$ cat src/rtl/shr_pkg.sv
package shr_pkg;

  localparam int unsigned DATA_W = 32;
  localparam int unsigned CNT_W  = $clog2(DATA_W) + 1;

  typedef enum logic [1:0] {
    LANE_8   = 2'd0,
    LANE_16  = 2'd1,
    LANE_32  = 2'd2,
    LANE_BAD = 2'd3
  } lane_sel_e;

  typedef struct packed {
    logic              to_left;
    logic              is_signed;
    logic [CNT_W-1:0]  magnitude;
    lane_sel_e         lane;
    logic              range_err;
  } shr_ctrl_t;

endpackage

$ cat src/rtl/shr_decode.sv
module shr_decode
  import shr_pkg::*;
#(
  parameter int unsigned OP_W  = 32,
  parameter int unsigned CNT_W = $clog2(OP_W) + 1
) (
  input  logic [2:0]        dtype_i,
  input  logic [CNT_W-1:0]  count_i,
  output shr_ctrl_t         ctrl_o
);

  localparam int unsigned NARROW_W = OP_W / 4;
  localparam int unsigned MID_W    = OP_W / 2;

  logic [CNT_W-1:0] mag;
  logic [CNT_W:0]   lane_width;
  lane_sel_e        lane;

  always_comb begin
    lane = lane_sel_e'(dtype_i[1:0]);
    if (count_i[CNT_W-1]) begin
      mag = (~count_i) + 1'b1;
    end else begin
      mag = count_i;
    end
    unique case (lane)
      LANE_8:  lane_width = (CNT_W+1)'(NARROW_W);
      LANE_16: lane_width = (CNT_W+1)'(MID_W);
      LANE_32: lane_width = (CNT_W+1)'(OP_W);
      default: lane_width = '0;
    endcase
  end

  always_comb begin
    ctrl_o.to_left   = ~count_i[CNT_W-1];
    ctrl_o.is_signed = dtype_i[2];
    ctrl_o.magnitude = mag;
    ctrl_o.lane      = lane;
    ctrl_o.range_err = (lane == LANE_BAD) || ({1'b0, mag} >= lane_width);
  end

endmodule

$ cat src/rtl/shr_lane.sv
module shr_lane #(
  parameter int unsigned LANE_W = 8,
  localparam int unsigned AMT_W = $clog2(LANE_W),
  localparam int unsigned STAGES = AMT_W
) (
  input  logic [LANE_W-1:0] lane_i,
  input  logic [AMT_W-1:0]  amt_i,
  input  logic              to_left_i,
  input  logic              rotate_i,
  input  logic              is_signed_i,
  output logic [LANE_W-1:0] lane_o
);

  logic fill_bit;

  always_comb begin
    fill_bit = is_signed_i & lane_i[LANE_W-1];
  end

  for (genvar k = 0; k < STAGES; k++) begin : g_stage
    localparam int unsigned SH = 1 << k;
    logic [LANE_W-1:0] din;
    logic [LANE_W-1:0] moved;
    logic [LANE_W-1:0] dout;

    if (k == 0) begin : g_first
      assign din = lane_i;
    end else begin : g_next
      assign din = g_stage[k-1].dout;
    end

    always_comb begin
      if (to_left_i) begin
        if (rotate_i) begin
          moved = {din[LANE_W-1-SH:0], din[LANE_W-1:LANE_W-SH]};
        end else begin
          moved = {din[LANE_W-1-SH:0], {SH{1'b0}}};
        end
      end else begin
        if (rotate_i) begin
          moved = {din[SH-1:0], din[LANE_W-1:SH]};
        end else begin
          moved = {{SH{fill_bit}}, din[LANE_W-1:SH]};
        end
      end
      dout = amt_i[k] ? moved : din;
    end
  end

  assign lane_o = g_stage[STAGES-1].dout;

endmodule

$ cat src/rtl/shr_extend.sv
module shr_extend
  import shr_pkg::*;
#(
  parameter int unsigned OP_W = 32,
  localparam int unsigned NARROW_W = OP_W / 4,
  localparam int unsigned MID_W    = OP_W / 2
) (
  input  logic [NARROW_W-1:0] narrow_i,
  input  logic [MID_W-1:0]    mid_i,
  input  logic [OP_W-1:0]     full_i,
  input  shr_ctrl_t           ctrl_i,
  output logic [OP_W-1:0]     result_o
);

  logic [OP_W-1:0] picked;

  always_comb begin
    unique case (ctrl_i.lane)
      LANE_8:  picked = {{(OP_W-NARROW_W){ctrl_i.is_signed & narrow_i[NARROW_W-1]}}, narrow_i};
      LANE_16: picked = {{(OP_W-MID_W){ctrl_i.is_signed & mid_i[MID_W-1]}}, mid_i};
      LANE_32: picked = full_i;
      default: picked = '0;
    endcase
    result_o = ctrl_i.range_err ? '0 : picked;
  end

endmodule

$ cat src/rtl/shift_rotate_unit.sv
module shift_rotate_unit
  import shr_pkg::*;
#(
  parameter int unsigned OP_W  = 32,
  localparam int unsigned CNT_W    = $clog2(OP_W) + 1,
  localparam int unsigned NARROW_W = OP_W / 4,
  localparam int unsigned MID_W    = OP_W / 2
) (
  input  logic [OP_W-1:0]  operand_i,
  input  logic [2:0]       dtype_i,
  input  logic [CNT_W-1:0] count_i,
  input  logic             rotate_i,
  output logic [OP_W-1:0]  result_o,
  output logic             range_err_o
);

  shr_ctrl_t ctrl;

  logic [NARROW_W-1:0] narrow_res;
  logic [MID_W-1:0]    mid_res;
  logic [OP_W-1:0]     full_res;

  shr_decode #(.OP_W(OP_W), .CNT_W(CNT_W)) u_decode (
    .dtype_i (dtype_i),
    .count_i (count_i),
    .ctrl_o  (ctrl)
  );

  shr_lane #(.LANE_W(NARROW_W)) u_lane_narrow (
    .lane_i      (operand_i[NARROW_W-1:0]),
    .amt_i       (ctrl.magnitude[$clog2(NARROW_W)-1:0]),
    .to_left_i   (ctrl.to_left),
    .rotate_i    (rotate_i),
    .is_signed_i (ctrl.is_signed),
    .lane_o      (narrow_res)
  );

  shr_lane #(.LANE_W(MID_W)) u_lane_mid (
    .lane_i      (operand_i[MID_W-1:0]),
    .amt_i       (ctrl.magnitude[$clog2(MID_W)-1:0]),
    .to_left_i   (ctrl.to_left),
    .rotate_i    (rotate_i),
    .is_signed_i (ctrl.is_signed),
    .lane_o      (mid_res)
  );

  shr_lane #(.LANE_W(OP_W)) u_lane_full (
    .lane_i      (operand_i),
    .amt_i       (ctrl.magnitude[$clog2(OP_W)-1:0]),
    .to_left_i   (ctrl.to_left),
    .rotate_i    (rotate_i),
    .is_signed_i (ctrl.is_signed),
    .lane_o      (full_res)
  );

  shr_extend #(.OP_W(OP_W)) u_extend (
    .narrow_i (narrow_res),
    .mid_i    (mid_res),
    .full_i   (full_res),
    .ctrl_i   (ctrl),
    .result_o (result_o)
  );

  assign range_err_o = ctrl.range_err;

endmodule

$ cat config.mk
export PLATFORM = sky130hd
export DESIGN_NAME = shift_rotate_unit
export DESIGN_NICKNAME = d
export VERILOG_FILES = /design/src/rtl/shr_pkg.sv /design/src/rtl/shr_decode.sv /design/src/rtl/shr_lane.sv /design/src/rtl/shr_extend.sv /design/src/rtl/shift_rotate_unit.sv
export SDC_FILE = /design/constraint.sdc
export NUM_CORES = 1
export LEC_CHECK = 0
export ABC_AREA = 1
export BUFFER_PORTS_ARGS = -buffer_cell sky130_fd_sc_hd__buf_2
export CAP_MARGIN = 40
export CELL_PAD_IN_SITES_DETAIL_PLACEMENT = 2
export CELL_PAD_IN_SITES_GLOBAL_PLACEMENT = 2
export CORE_MARGIN = 4
export CORE_UTILIZATION = 28
export DETAILED_ROUTE_END_ITERATION = 12
export GPL_ROUTABILITY_DRIVEN = 1
export PLACE_DENSITY = 0.93
export SLEW_MARGIN = 20
export SYNTH_ARGS = -nofsm -noshare
export SYNTH_HDL_FRONTEND = slang
export SYNTH_SLANG_ARGS = --single-unit
$ cat constraint.sdc
create_clock -name vclk -period 3.05
set_input_delay 0.305 -clock vclk [all_inputs]
set_output_delay 0.305 -clock vclk [all_outputs]
set_load 0.005 [all_outputs]
==> summary.md, run 1 <==
| Metric | Value |
|---|---|
| Critical path type | primary input to primary output |
| Starting density of the core | 28.4% |
| Share of cells above drive strength 1 | 19.8% |
| Worst Setup Start Kind | primary input |
| Area grow syn2layout | 21.8% |
| Critical Path RT | 2.74 ns |
| WP data arrival | 2.73 ns |
| Gr usage total | 29.6% |
| Lkg Pwr | 3.52 nW |
| Cells after synthesis | 1157 |
| Largest net degree at the start of global routing | 60 |
| Fin util | 34.6% |
| Core Area | 0.0187 mm² |
| Fin area | 0.00648 mm² |
| Die area | 0.0213 mm² |
| Top-area cell type share of the netlist area | 37.4% |
| # diodes | 0 |
| Placement Cell Area | 0.00605 mm² |
| First drt pass iteration count | 5 |
| Area leader, netlist | nand2_1 |
| CP max FO | 18 |
| Seq/Total Area, Yosys | 0% |
| Relative slew slack | 66.7% |
| DP Wirelength | 27100 µm |
| Crit-path cells | buf_6, buf_12, nor2_4, nor2_8, buf_12, clkbuf_16, nand2_2, o21ai_0, buf_4, nand2_1, nand3_2, nand2_2, nand2_1, nand3_1, nand2_1, nand2_1, nand3_2, a21oi_2, buf_2 |
| GPL Wtd Cong | 1.02 |
| Clock buffer cells | 0 |
| IO Count | 75 |
| Place WS | -0.124 ns |
| Slew Limit Fails | 0 |
| Final WL | 34800 µm |
| DRC | 0 |
| Syn nets | 1203 |
| Final min period | 3.03 ns |
| Global-route wire length before repair | 51300 µm |
| Wire per inst | 23.9 µm |
| Fin cells | 1453 |
| Vias in the first global route | 8956 |
| Netlist cell types | 35 |
| Post-DRT Antenna Nets | 0 |
| Synth cell count leaders | nand2_1, nand3_1, a21oi_1 |
| CP max stage cell | nor2_4 |
| Port Buffers | 75 |
| Peak Freq | 330 MHz |
| Hold_buf cts | 0 |
| Period utilization | 99.4% |
| Synth area leaders | nand2_1, nand3_1, a21oi_1, buf_2, inv_1 |
| CP endpoint kind | primary output |
| Status | complete, no violations |
| Most Frequent Cell on Critical Path | nand2_1 |
| Synth Warn # | 0 |
| Worst vdd ir | 0.000136 V |
| Sequential cell area | 0 µm² |
| Setup violations, final | 0 |
| RSZ-0062 raised after global routing | yes |
| Critical Path Max Stage Delay | 0.23 ns |
| Vias per std cell | 6.02 |
| Worst-Margin Slew | 0.495 ns |
| DR vias | 8747 |
| Final setup TNS | 0 ns |
| Hold WC Path Type | primary input to primary output |
| Avg Synthesized Cell Area | 4.59 µm² |
| Netlist Area Pre-Place | 0.00532 mm² |
| Power Density | 280 mW/mm² |
| Post-route setup slack | 0.0172 ns |
| Placed Cells | 1447 |
| GRT overflow | 0 |
| Initial antenna violation count | 0 |
| Die width | 146 µm |
| Delay-heaviest family, CP | simple AND/OR/NAND/NOR gates |
| Cell Rows | 50 |
| Critical path buffers and inverters | 6 |
| Max Cap Viol | 0 |
| FF+latch count | 0 |
| DIE HEIGHT | 146 µm |
| NumNets Final | 1267 |
| Hold Vio Cnt, Final | 0 |
| Count leader, synth | nand2_1 |
| Initial DRC Count | 717 |
-- metrics by stage --
| step | hold slack (ns) | power [mW] |
|---|---|---|
| 4_1_cts | 1.20 | 1.67 |
| 3_3_place_gp | 1.22 | 1.52 |
| 6_report | 1.20 | 1.81 |
| 3_5_place_dp | 1.19 | 1.65 |
| 5_1_grt | 1.25 | 1.96 |
| 2_1_floorplan | 0.757 | 1.03 |
-- cells by family (layout without fill, tap and decap cells) --
logic type / Yosys count / in the layout / share of synthesized area, %
AOI/OAI and AO/OA: 123 / 123 / 13.7
adders and majority gates: 4 / 4 / 0.942
buffers and inverters: 122 / 184 / 11.3
and+or+nand+nor: 908 / 908 / 74.0
-- tightest hold or removal path: stages --
cell and delay (ns):
buf_2 0.10, nor2_1 0.10, a21oi_1 0.17, a21oi_1 0.09, buf_2 0.13
-- worst paths after layout --
kind        from     endpoint  slack (ns)  cells after the start
max   count_i[5]  result_o[6]        0.02                     19
min   dtype_i[1]  result_o[4]        1.20                      5
-- cell type report --
cell class,count,area [µm²]
timing repair inverter,1,8.76
fill,2501,12200
inverter,49,209
multi-input combinational,1035,4960
tap,234,293
timing repair buffer,134,1010
-- power breakdown --
group | internal, mW | switching, mW | leakage (nW)
clock | 0 | 0 | 0
sequential | 0 | 0 | 0
combinational | 0.558 | 1.25 | 3.52
total | 0.558 | 1.25 | 3.52
-- cell usage in the layout, fill, tap and decap left out, drive strengths merged --
cell type,Yosys,routed
clkbuf,15,3
o211ai,6,6
ha,4,4
buf,58,131
o21ai,41,41
nor4,1,1
a31oi,2,2
o22ai,1,1
a22oi,1,1
a21oi,66,66
a21boi,6,6
clkinv,1,2
nand3,318,318
nor2,30,30
inv,48,48
or2,14,14
and2,1,1
nand2,539,539
nand4,5,5
-- what timing repair did --
item                       CTS  global route
gates cloned                 0             4
setup endpoints to repair   22            32
pin swaps                    0            10
resized for setup           17            66
setup buffers                0             2
-- routing by layer --
layer	global-route usage (%)	part of all wire, %	vias up
li1	-	-	3963
met1	37.0	41	4357
met2	53.0	49	328
met3	2.87	5.6	99
met4	9.83	4.4	0
met5	0	0	-
(Power assumes the default switching activity.)
==> inputs of run 2 (changes only) <==
- CORE_ASPECT_RATIO: not set -> 1.2
==> run 2 against run 1 <==
  * Global-route usage increased by 5.0 points
  * Hold slack improved by 0.017 ns
  * Critical path depth increased by 2
  * Largest power group unchanged
  * Maximum frequency decreased by 7.7%
  * Count of clock-buffer cells in the layout unchanged
  * Final area increased by 9.9%
  * The run now ends with setup timing left
  * First-iteration DRC count increased by 34%
  * Combinational power increased by 21%
  * Total power increased by 21%
  * Largest cell class unchanged
  * Die area about the same
  * Final cell count increased by 2.0%
  * Sequential share of layout area unchanged
==> summary.md, run 2 (same netlist as run 1, synthesis figures left out) <==
| Metric | Value |
|---|---|
| Status | finished with violations |
| Failing checks | setup timing |
| WP data arrival | 2.98 ns |
| Worst Setup Start Kind | primary input |
| RSZ-0062 raised after global routing | yes |
| CP endpoint kind | primary output |
| Clock buffer cells | 0 |
| Post-route setup slack | -0.235 ns |
| Critical path type | primary input to primary output |
| Max Cap Viol | 0 |
| Most common cell after layout, fill and taps aside | nand2_1 |
| GPL Wtd Cong | 1.03 |
| Final WL | 45200 µm |
| # diodes | 0 |
| Initial DRC Count | 959 |
| Vias per std cell | 6.53 |
| Cell Rows | 54 |
| Worst setup endpoint | result_o[11] |
| Relative slew slack | 56.4% |
| Hold_buf cts | 0 |
| Final min period | 3.28 ns |
| CP max FO | 17 |
| Worst vdd ir | 0.000124 V |
| Commonest cells after routing, fill and taps aside | nand2_1, nand3_1, buf_2 |
| FF+latch count | 0 |
| Sequential cell area | 0 µm² |
| Die area | 0.0213 mm² |
| First drt pass iteration count | 5 |
| Worst-Margin Slew | 0.649 ns |
| Die width | 134 µm |
| Port Buffers | 75 |
| Placed Cells | 1470 |
| CP max stage cell | ha_4 |
| Fin util | 38.6% |
| Most Frequent Cell on Critical Path | nand2_1 |
| DRC | 0 |
| DP Wirelength | 31000 µm |
| Hold WC Path Type | primary input to primary output |
| NumNets Final | 1278 |
| Crit-path cells | buf_2, inv_2, ha_4, nand2_4, inv_4, nor2_8, buf_6, buf_16, nor2_1, nand3_2, nand3_2, nand3_2, nand2_1, nand2_1, nand3_1, nand2_1, nand2_1, nand2_1, a21oi_1, nor2_1, buf_2 |
| Starting density of the core | 28.8% |
| Initial antenna violation count | 0 |
| Global-route wire length before repair | 58800 µm |
| GRT overflow | 0 |
| Largest net degree at the start of global routing | 60 |
| Lkg Pwr | 3.74 nW |
| Setup violations, final | 29 |
| Gr usage total | 34.6% |
| Critical Path RT | 2.74 ns |
| DR vias | 9674 |
| Hold Vio Cnt, Final | 0 |
| Worst setup path start | count_i[0] |
| Post-DRT Antenna Nets | 0 |
| Power Density | 307 mW/mm² |
| Final hold slack | 1.22 ns |
| Hold Path Cell Cnt | 5 |
| Vias in the first global route | 9769 |
| Core Area | 0.0184 mm² |
| Wire per inst | 30.5 µm |
| Slew Limit Fails | 0 |
| Place WS | -0.400 ns |
| Area grow syn2layout | 33.9% |
| IO Count | 75 |
| Share of cells above drive strength 1 | 28.5% |
| Period utilization | 108% |
| Critical Path Max Stage Delay | 0.25 ns |
| Peak Freq | 304 MHz |
| DIE HEIGHT | 159 µm |
| Fin cells | 1482 |
[run 2: area by class of cell]
class / count / area (µm²)
Fill cell: 2376 / 11300
Inverter: 49 / 206
Multi-Input combinational cell: 1035 / 5410
Tap cell: 252 / 315
Timing Repair Buffer: 145 / 1180
Timing Repair inverter: 1 / 8.76
[run 2: timing repair]
item | CTS | global route
gates cloned | 1 | 6
buffers inserted | 3 | 2
endpoints found under the setup margin | 28 | 32
gates resized for setup | 28 | 159
pin swaps | 5 | 23
[run 2: layer usage]
| metal | wire length, µm | up-vias | global-route usage, % |
|---|---|---|---|
| met5 | 0 | - | 0 |
| met4 | 5200 | 0 | 22.7 |
| met3 | 3570 | 317 | 4.43 |
| met2 | 20300 | 653 | 57.8 |
| met1 | 16100 | 4726 | 41.2 |
| li1 | - | 3978 | - |
[run 2: worst min-delay path by stage]
stage,end,startpoint,slack (ns)
after floorplan,result_o[16],dtype_i[2],0.76
after CTS,result_o[4],dtype_i[1],1.17
final,result_o[4],dtype_i[1],1.22
after detailed placement,result_o[4],dtype_i[1],1.17
after global placement,result_o[4],dtype_i[1],1.13
after global routing,result_o[4],dtype_i[1],1.23
[run 2: where the power goes]
part / switching, mW / leakage (nW) / internal [mW]
Combinational: 1.55 / 3.74 / 0.636
Sequential: 0 / 0 / 0
Clock: 0 / 0 / 0
[run 2: critical path, delay by kind of cell]
kind / cells / cell delay (ns)
AND/OR/NAND/NOR: 13 / 1.63
buffers and inverters: 6 / 0.69
adder cells (fa/ha/maj): 1 / 0.25
AO/OA/AOI/OAI: 1 / 0.07
[run 2: per-stage QoR]
step	TNS (ns)	power [mW]	instance area, µm²
floorplan	0	1.03	5320
global placement	0	1.55	6180
detailed placement	-3.49	1.75	6180
CTS	0	1.80	6350
global route	-6.46	2.27	7120
finish	-3.72	2.19	7120
